==> config.mk <==
export PLATFORM = sky130hd
export DESIGN_NAME = pwm_quad
export DESIGN_NICKNAME = d
export VERILOG_FILES = /design/src/rtl/pwm_quad_pkg.sv /design/src/rtl/pwm_quad_prescale.sv /design/src/rtl/pwm_quad_channel.sv /design/src/rtl/pwm_quad_regs.sv /design/src/rtl/pwm_quad.sv
export SDC_FILE = /design/constraint.sdc
export NUM_CORES = 1
export LEC_CHECK = 0
export BUFFER_PORTS_ARGS = -buffer_cell sky130_fd_sc_hd__buf_2
export CORE_ASPECT_RATIO = 1.4
export CORE_MARGIN = 5
export CORE_UTILIZATION = 35
export CTS_BUF_LIST = sky130_fd_sc_hd__clkbuf_2
export DETAILED_ROUTE_END_ITERATION = 8
export PLACE_DENSITY = 0.54
export RECOVER_POWER = 50
export SYNTH_ARGS = -nofsm -noshare
export SYNTH_HDL_FRONTEND = slang
export SYNTH_SLANG_ARGS = --single-unit
==> constraint.sdc <==
create_clock -name clk -period 4.8 [get_ports clk]
set_input_delay 0.96 -clock clk [delete_from_list [all_inputs] [get_ports clk]]
set_output_delay 0.96 -clock clk [all_outputs]
set_load 0.01 [all_outputs]
==> src/rtl/pwm_quad_pkg.sv <==
package pwm_quad_pkg;
  // Field placement shared by the register file and the checker.
  localparam int CTRL_PRE_LSB  = 4;
  localparam int CFG_DUTY_LSB  = 16;
  localparam int PRE_CODE_W    = 2;
  localparam int BUS_W         = 32;
endpackage

==> src/rtl/pwm_quad_prescale.sv <==
module pwm_quad_prescale #(
  parameter int STEP_LOG2 = 3
) (
  input  logic       clk,
  input  logic       rst,
  input  logic       clear,
  input  logic [1:0] code,
  output logic       tick
);
  // The largest ratio is 2^(3*STEP_LOG2), reached with code 3.
  localparam int PW = 3 * STEP_LOG2;

  logic [PW-1:0] cnt;
  logic [PW-1:0] limit;

  // The limit has code*STEP_LOG2 low bits set.
  always_comb limit = ~({PW{1'b1}} << (32'(code) * STEP_LOG2));

  assign tick = (cnt == limit);

  always_ff @(posedge clk) begin
    if (rst || clear)  cnt <= '0;
    else if (tick)     cnt <= '0;
    else               cnt <= cnt + PW'(1);
  end
endmodule

==> src/rtl/pwm_quad_channel.sv <==
module pwm_quad_channel #(
  parameter int CNT_W     = 16,
  parameter int STEP_LOG2 = 3
) (
  input  logic             clk,
  input  logic             rst,
  input  logic             en,
  input  logic [CNT_W-1:0] cfg_period,
  input  logic [CNT_W-1:0] cfg_duty,
  input  logic [1:0]       cfg_pre,
  output logic             pwm
);
  logic             run;
  logic [CNT_W-1:0] step;
  logic [CNT_W-1:0] act_period;
  logic [CNT_W-1:0] act_duty;
  logic [1:0]       act_pre;
  logic             tick;
  logic             last_step;

  pwm_quad_prescale #(.STEP_LOG2(STEP_LOG2)) u_pre (
    .clk   (clk),
    .rst   (rst),
    .clear (~(en & run)),
    .code  (act_pre),
    .tick  (tick)
  );

  // A period of 0 wraps to all ones, so it gives the full 2^CNT_W steps.
  assign last_step = (step == act_period - CNT_W'(1));

  always_ff @(posedge clk) begin
    if (rst) begin
      run        <= 1'b0;
      step       <= '0;
      act_period <= '0;
      act_duty   <= '0;
      act_pre    <= '0;
    end else if (!en) begin
      run  <= 1'b0;
      step <= '0;
    end else if (!run) begin
      run        <= 1'b1;
      step       <= '0;
      act_period <= cfg_period;
      act_duty   <= cfg_duty;
      act_pre    <= cfg_pre;
    end else if (tick) begin
      if (last_step) begin
        step       <= '0;
        act_period <= cfg_period;
        act_duty   <= cfg_duty;
        act_pre    <= cfg_pre;
      end else begin
        step <= step + CNT_W'(1);
      end
    end
  end

  // Gating with en drops the output as soon as the run bit clears.
  assign pwm = en & run & (step < act_duty);
endmodule

==> src/rtl/pwm_quad_regs.sv <==
module pwm_quad_regs
  import pwm_quad_pkg::*;
#(
  parameter int NUM_CH = 4,
  parameter int CNT_W  = 16,
  parameter int ADDR_W = 8
) (
  input  logic                         clk,
  input  logic                         rst,
  input  logic                         wr,
  input  logic [ADDR_W-1:0]            addr,
  input  logic [BUS_W-1:0]             wdata,
  output logic [BUS_W-1:0]             rdata,
  output logic [NUM_CH-1:0]            ch_en,
  output logic [NUM_CH-1:0][1:0]       ch_pre,
  output logic [NUM_CH-1:0][CNT_W-1:0] ch_period,
  output logic [NUM_CH-1:0][CNT_W-1:0] ch_duty
);
  localparam int WORD_W = ADDR_W - 2;

  logic [WORD_W-1:0] word;
  logic              unused_bits;

  assign word        = addr[ADDR_W-1:2];
  assign unused_bits = ^{addr[1:0], wdata};

  always_ff @(posedge clk) begin
    if (rst) begin
      ch_en  <= '0;
      ch_pre <= '0;
    end else if (wr && word == '0) begin
      ch_en <= wdata[NUM_CH-1:0];
      for (int c = 0; c < NUM_CH; c++)
        ch_pre[c] <= wdata[CTRL_PRE_LSB + PRE_CODE_W*c +: PRE_CODE_W];
    end
  end

  for (genvar g = 0; g < NUM_CH; g++) begin : g_cfg
    always_ff @(posedge clk) begin
      if (rst) begin
        ch_period[g] <= '0;
        ch_duty[g]   <= '0;
      end else if (wr && word == WORD_W'(g + 1)) begin
        ch_period[g] <= wdata[CNT_W-1:0];
        ch_duty[g]   <= wdata[CFG_DUTY_LSB +: CNT_W];
      end
    end
  end

  always_comb begin
    rdata = '0;
    if (word == '0) begin
      rdata[NUM_CH-1:0] = ch_en;
      for (int c = 0; c < NUM_CH; c++)
        rdata[CTRL_PRE_LSB + PRE_CODE_W*c +: PRE_CODE_W] = ch_pre[c];
    end else begin
      for (int c = 0; c < NUM_CH; c++) begin
        if (word == WORD_W'(c + 1)) begin
          rdata[CNT_W-1:0]            = ch_period[c];
          rdata[CFG_DUTY_LSB +: CNT_W] = ch_duty[c];
        end
      end
    end
  end
endmodule

==> src/rtl/pwm_quad.sv <==
module pwm_quad
  import pwm_quad_pkg::*;
#(
  parameter int NUM_CH        = 4,
  parameter int CNT_W         = 16,
  parameter int PRE_STEP_LOG2 = 3,
  parameter int ADDR_W        = 8
) (
  input  logic              clk,
  input  logic              rst,
  input  logic              reg_wr,
  input  logic [ADDR_W-1:0] reg_addr,
  input  logic [31:0]       reg_wdata,
  output logic [31:0]       reg_rdata,
  output logic [NUM_CH-1:0] pwm_out
);
  logic [NUM_CH-1:0]            ch_en;
  logic [NUM_CH-1:0][1:0]       ch_pre;
  logic [NUM_CH-1:0][CNT_W-1:0] ch_period;
  logic [NUM_CH-1:0][CNT_W-1:0] ch_duty;

  pwm_quad_regs #(.NUM_CH(NUM_CH), .CNT_W(CNT_W), .ADDR_W(ADDR_W)) u_regs (
    .clk       (clk),
    .rst       (rst),
    .wr        (reg_wr),
    .addr      (reg_addr),
    .wdata     (reg_wdata),
    .rdata     (reg_rdata),
    .ch_en     (ch_en),
    .ch_pre    (ch_pre),
    .ch_period (ch_period),
    .ch_duty   (ch_duty)
  );

  for (genvar g = 0; g < NUM_CH; g++) begin : g_ch
    pwm_quad_channel #(.CNT_W(CNT_W), .STEP_LOG2(PRE_STEP_LOG2)) u_ch (
      .clk        (clk),
      .rst        (rst),
      .en         (ch_en[g]),
      .cfg_period (ch_period[g]),
      .cfg_duty   (ch_duty[g]),
      .cfg_pre    (ch_pre[g]),
      .pwm        (pwm_out[g])
    );
  end
endmodule

Word-level counts from Yosys, hierarchy flattened
Cells that the tools add are included.
{"block": "word_totals", "inputBits": 43, "regBits": 380, "word_cells": 177}
{"block": "classes", "n_mul": 4, "order_cmp": 4, "n_bitwise": 24, "eq_ne": 20, "mux": 50, "n_reduce_logical": 22, "shift": 4, "add_sub_neg": 12}
{"cell": "2-to-1 mux 16 bit", "count": 28}
{"cell": "2-to-1 mux 32 bit", "count": 4}
{"cell": "adder 16 x 1 -> 16 bit (second input constant)", "count": 4}
{"cell": "== test 16 bit", "count": 4}
{"cell": "< comparator 16 bit", "count": 4}
{"cell": "subtractor 16 x 1 -> 16 bit (second input constant)", "count": 4}
{"cell": "adder 9 x 1 -> 9 bit (second input constant)", "count": 4}
{"cell": "== test 9 bit", "count": 4}
{"cell": "inverter 9 bit", "count": 4}
{"cell": "<< shifter 9 x 4 -> 9 bit (first input constant)", "count": 4}
{"cell": "2-to-1 mux 2 bit", "count": 12}
{"cell": "2-to-1 mux 20 bit", "count": 1}
{"cell": "multiplier 2 x 2 -> 4 bit (second input constant)", "count": 4}
{"cell": "inequality test 2 bit (second input constant)", "count": 8}
{"cell": "== test 6 x 2 -> 1 bit (second input constant)", "count": 2}
{"cell": "2-to-1 mux 12 bit", "count": 1}
{"cell": "inverter 1 bit", "count": 12}
{"cell": "AND reduction 3 bit", "count": 4}
{"cell": "OR reduction 3 bit", "count": 4}
{"cell": "AND 1 bit", "count": 8}
{"cell": "OR reduction 2 bit", "count": 4}
{"cell": "== test 6 x 1 -> 1 bit (second input constant)", "count": 1}
{"cell": "== test 6 x 3 -> 1 bit (second input constant)", "count": 1}
{"cell": "zero test 6 bit", "count": 1}
{"cell": "other kinds (3)", "count": 13}

Depth between registers and ports, before layout
{"block": "logic_depth", "word_depth": 6, "ltp_mapped": 13, "mapped_depth_nobuf": 10}

Hierarchy
A second synthesis with hierarchy kept.
{"block": "unflattened", "hier_cells": 2371, "area_unflattened_um2": 21505.6}
{"module": "pwm_quad_channel", "cells_per_inst": 368, "seq_area_each_um2": 1021.0, "instances": 4, "area_per_inst_um2": 3231.8}
{"module": "pwm_quad_regs", "cells_per_inst": 679, "seq_area_each_um2": 2802.7, "instances": 1, "area_per_inst_um2": 6653.9}
{"module": "pwm_quad_prescale (g_ch[0].u_ch.u_pre ...)", "cells_per_inst": 55, "seq_area_each_um2": 180.2, "instances": 3, "area_per_inst_um2": 475.5}
{"module": "pwm_quad_prescale (g_ch[3].u_ch.u_pre)", "cells_per_inst": 55, "seq_area_each_um2": 180.2, "instances": 1, "area_per_inst_um2": 498.0}

Least setup slack after synthesis
OpenSTA, ideal clock, no wires.
{"block": "synth_timing", "kind": "input to output", "start": "input port reg_addr[2]", "end": "output port reg_rdata[10]", "n_path_buf": 2, "t_arrival_ps": 2441, "path_stages": 7, "t_required_ps": 3840, "setup_slack_ps": 1399, "cell_sequence": "clkbuf_1 -> nor2_1 -> nand2_1 -> nor4_1 -> clkbuf_1 -> a22oi_1 -> o21ai_0"}
{"block": "synth_via", "elab_chain_cells": 6, "elab_cells_between_ends": 10, "classes_between": "4 x eq/ne; 5 x mux; 1 x reduce/logical"}
{"element": "start, declared", "line": "pwm_quad.sv:12", "text": "input logic [ADDR_W-1:0] reg_addr,"}
{"element": "== test 6 x 1 -> 1 bit", "line": "pwm_quad_regs.sv:58", "text": "if (word == WORD_W'(c + 1)) begin"}
{"element": "2-to-1 mux 32 bit (4 in a row)", "line": "pwm_quad_regs.sv:58"}
{"element": "2-to-1 mux 12 bit *", "line": "pwm_quad_regs.sv:52", "text": "if (word == '0) begin"}
{"element": "end, declared", "line": "pwm_quad.sv:14", "text": "output logic [31:0] reg_rdata,"}
Mark *: on every way between the ends. The rest lies on a longest branch, timed or not.

Worst setup path after layout
{"block": "layout_timing", "start": "register g_ch[3].u_ch.step[1]", "end": "output port pwm_out[3]"}
{"block": "layout_via", "elab_chain_cells": 2}
{"element": "start, declared", "line": "pwm_quad_channel.sv:14", "text": "logic [CNT_W-1:0] step;"}
{"element": "start signal, assigned", "line": "pwm_quad_channel.sv:55", "text": "step <= step + CNT_W'(1);"}
{"element": "< comparator 16 bit", "line": "pwm_quad_channel.sv:61", "text": "assign pwm = en & run & (step < act_duty);"}
{"element": "AND 1 bit", "line": "pwm_quad_channel.sv:61"}
{"element": "end, declared", "line": "pwm_quad.sv:15", "text": "output logic [NUM_CH-1:0] pwm_out"}
Every way passes these cells.

==> flow_summary_export.csv <==
group,metric,value,unit
run_status,outcome,"finished with violations",
run_status,violations,"max-capacitance violations, max-slew violations",
yosys,ys_types,75,
placement,place_congestion,0.913,
min_path,min_path_type,"primary input to flip-flop",
timing,rsz0062_at_grt,"false",
timing,hold_violations,0,
cts,cts.htree.levels,3,
placement,place_area,0.0201,mm2
detailed_routing,vias,16400,
yosys,synth_edf_count,0,
critical_path,cp-end-kind,"output port",
global_route,grt_pass1_vias,16100,
detailed_routing,ant_nets,0,
cts,cts_made_buffers,91,
detailed_routing,wirelength,57.7,mm
floorplan,rows,101,
placement,dp_hpwl,43.0,mm
floorplan,die_w,207,um
cts,clk_path_buf_depth,3,
floorplan,core_area,0.0542,mm2
global_route,antenna_found_initial,1,
timing,fin_skew,0.0707,ns
timing,period_needed,4.44,ns
yosys,yosysTopAreaCell,"dfxtp_1",
yosys,synthCells,2314,
critical_path,r2r_slack,0.81,ns
critical_path,startpoint_type,"flip-flop",
detailed_routing,drt_iter0_drc,833,
placement,io_buffers,76,
yosys,ys.flop_type,"dfxtp_1",
critical_path,r2r-start,"g_ch[1].u_ch.act_period[0]",
power_and_ir_drop,ir_worst_vdd,0.000118,V
yosys,ys_warn_count,0,
critical_path,critPathArrivalTime,3.48,ns
timing,maxSlewHeadroom,-1.54,
detailed_routing,viasPerCell,5.15,
yosys,syn_nets,2429,
timing,setup_viol,0,
cts,post_cts_buffers,0,
cts,cts_tree,"yes",
cts,cts.reportedPaths.clkPinSlew,0.12,ns
floorplan,die_y,286,um
cts,cts_root_buf,"clkbuf_2",
timing,whs,0.249,ns
critical_path,endpoint,"pwm_out[3]",
cts,cts_sinks,380,
power_and_ir_drop,static-leakage-power,8.05,nW
timing,final.setup.tns,0,ns
cts,ctsResizeCount,0,
floorplan,initial_core_util,0.352,
critical_path,crit_type,"flip-flop to output port",
yosys,synth_top_area_frac,0.398,
yosys,synth.area.top_cells,"dfxtp_1, mux2i_1, nand2_1, nor2_1, ha_1",
global_route,gr-usage-all-layers,0.190,
detailed_routing,wire_per_inst,18.2,um
critical_path,crit_fanout,5,
global_route,grt_max_degree,110,
timing,finalCritPeriodShare,0.925,
timing,maxSlewViolCount,93,
finish,final_common_cell,"dfxtp_1",
timing,tightest_slew,3.81,ns
cts,hold_buffers,0,
global_route,grt_overflow,0,
critical_path,required,3.84,ns
finish,fin_util,0.387,
yosys,postSynth.asyncResetShare,0,
floorplan,ios,79,
finish,final_nets,2500,
power_and_ir_drop,total_power,5.50,mW
run,cap_violations,1,
critical_path,r2r-end,"g_ch[1].u_ch.act_duty[9]",
finish,final_cell_mix,"dfxtp_1, nand2_1, nor2_1",
yosys,seq_area_frac_synth,0.398,
yosys,ys_ff_latch,380,
power_and_ir_drop,powerDensity,262,mW/mm2
finish,finalInstanceArea,0.0210,mm2
global_route,grt_pass1_wl,90.4,mm
detailed_routing,drc,0,
critical_path,reg2reg_depth,11,
cts,clk_latency,1.00,ns
timing,max_freq,225,MHz
critical_path,startpoint,"g_ch[3].u_ch.step[1]",
finish,syn_to_final_growth,9.78,%
yosys,syn-cell-area,0.0191,mm2
detailed_routing,first_pass_iters,5,
floorplan,die-area,0.0594,mm2
finish,drive_above_1_share,0.122,
yosys,syn_avg_cell_area,8.25,um2
[flip-flops by register name (all words and copies together), names as in the netlist]
name and cells:
g_ch.u_ch.act_pre 8, u_regs.ch_period 64, g_ch.u_ch.act_period 64, g_ch.u_ch.u_pre.cnt 36, g_ch.u_ch.run 4, g_ch.u_ch.step 64, u_regs.ch_pre 8, u_regs.ch_en 4
g_ch.u_ch.act_duty 64, u_regs.ch_duty 64
[layout make-up]
cell class | count | area [um2]
diodes | 1 | 2.50
clock buffers | 128 | 641
clock inverters | 31 | 210
fillers | 5609 | 33300
inverters | 97 | 364
multi-input cells | 1711 | 10600
flip-flops and latches | 380 | 7610
well taps | 721 | 902
repair buffers | 104 | 616
[metal layers]
layer | share of wire | routed length [um] | vias to the layer above | global-route usage
li1 | - | - | 8107 | -
met1 | 0.39 | 22500 | 7747 | 0.208
met2 | 0.52 | 30000 | 375 | 0.354
met3 | 0.034 | 1980 | 123 | 0.0260
met4 | 0.055 | 3150 | 0 | 0.103
met5 | 0 | 0 | - | 0
[worst max-delay path, cell delays in order, from the launching register on]
cell	delay (ns)
dfxtp_1	0.51
ha_1	0.29
a21o_1	0.16
a21o_1	0.18
a21o_1	0.17
a21o_1	0.17
a2111oi_0	0.38
o21ai_0	0.18
a31oi_1	0.25
buf_2	0.20
[cells by family (layout without fill, tap and decap cells)]
logic type               after synthesis  count (layout)  share of synthesized area
other                                  0               1                          0
AND/OR/NAND/NOR                      939             939                      0.221
XOR/XNOR                             154             154                     0.0706
adder cells (fa/ha/maj)               72              72                     0.0472
AO/OA/AOI/OAI                        368             368                      0.117
buffers and inverters                223             360                     0.0497
multiplexers                         178             178                     0.0957
flip-flops                           380             380                      0.398
[cells in the mapped netlist (all sizes together) (11+ instances only)]
| library cell | count |
|---|---|
| xnor2 | 74 |
| nor2 | 294 |
| a31oi | 11 |
| a21oi | 175 |
| inv | 97 |
| nor2b | 20 |
| nor4 | 25 |
| clkbuf | 100 |
| buf | 26 |
| and3 | 26 |
| ha | 72 |
| nor3 | 34 |
| a21o | 20 |
| xor2 | 80 |
| mux2i | 142 |
| nand2 | 367 |
| dfxtp | 380 |
| nand4 | 39 |
| mux2 | 36 |
| nand3 | 53 |
| or3 | 14 |
| a22oi | 46 |
| o21ai | 59 |
[how the worst min path moves through the flow]
stage / startpoint / to / slack [ns] / depth (start not counted)
5_1_grt: reg_wdata[1] / u_regs.ch_period[17] / 0.12 / 3
3_3_place_gp: g_ch[1].u_ch.u_pre.cnt[0] / g_ch[1].u_ch.u_pre.cnt[0] / 0.43 / 1
2_1_floorplan: g_ch[1].u_ch.u_pre.cnt[0] / g_ch[1].u_ch.u_pre.cnt[0] / 0.42 / 1
3_5_place_dp: g_ch[1].u_ch.u_pre.cnt[0] / g_ch[1].u_ch.u_pre.cnt[0] / 0.45 / 1
4_1_cts: reg_wdata[28] / u_regs.ch_duty[60] / 0.12 / 3
6_report: reg_wdata[14] / u_regs.ch_period[46] / 0.25 / 3
[metrics by stage]
stage	cells	setup WS, ns
floorplan	2314	1.40
finish	3173	0.361
detailed placement	3013	0.968
global route	3173	0.0617
CTS	3172	0.152
global placement	3013	0.988
[power breakdown]
group / total [mW] / internal [mW] / switching (mW) / leakage, nW
combinational: 0.139 / 0.0319 / 0.107 / 4.35
clock: 2.20 / 0.883 / 1.32 / 0.636
sequential: 3.16 / 3.16 / 0.00481 / 3.06
total: 5.50 / 4.07 / 1.43 / 8.05
No activity file was read; power rests on OpenSTA's default activity.
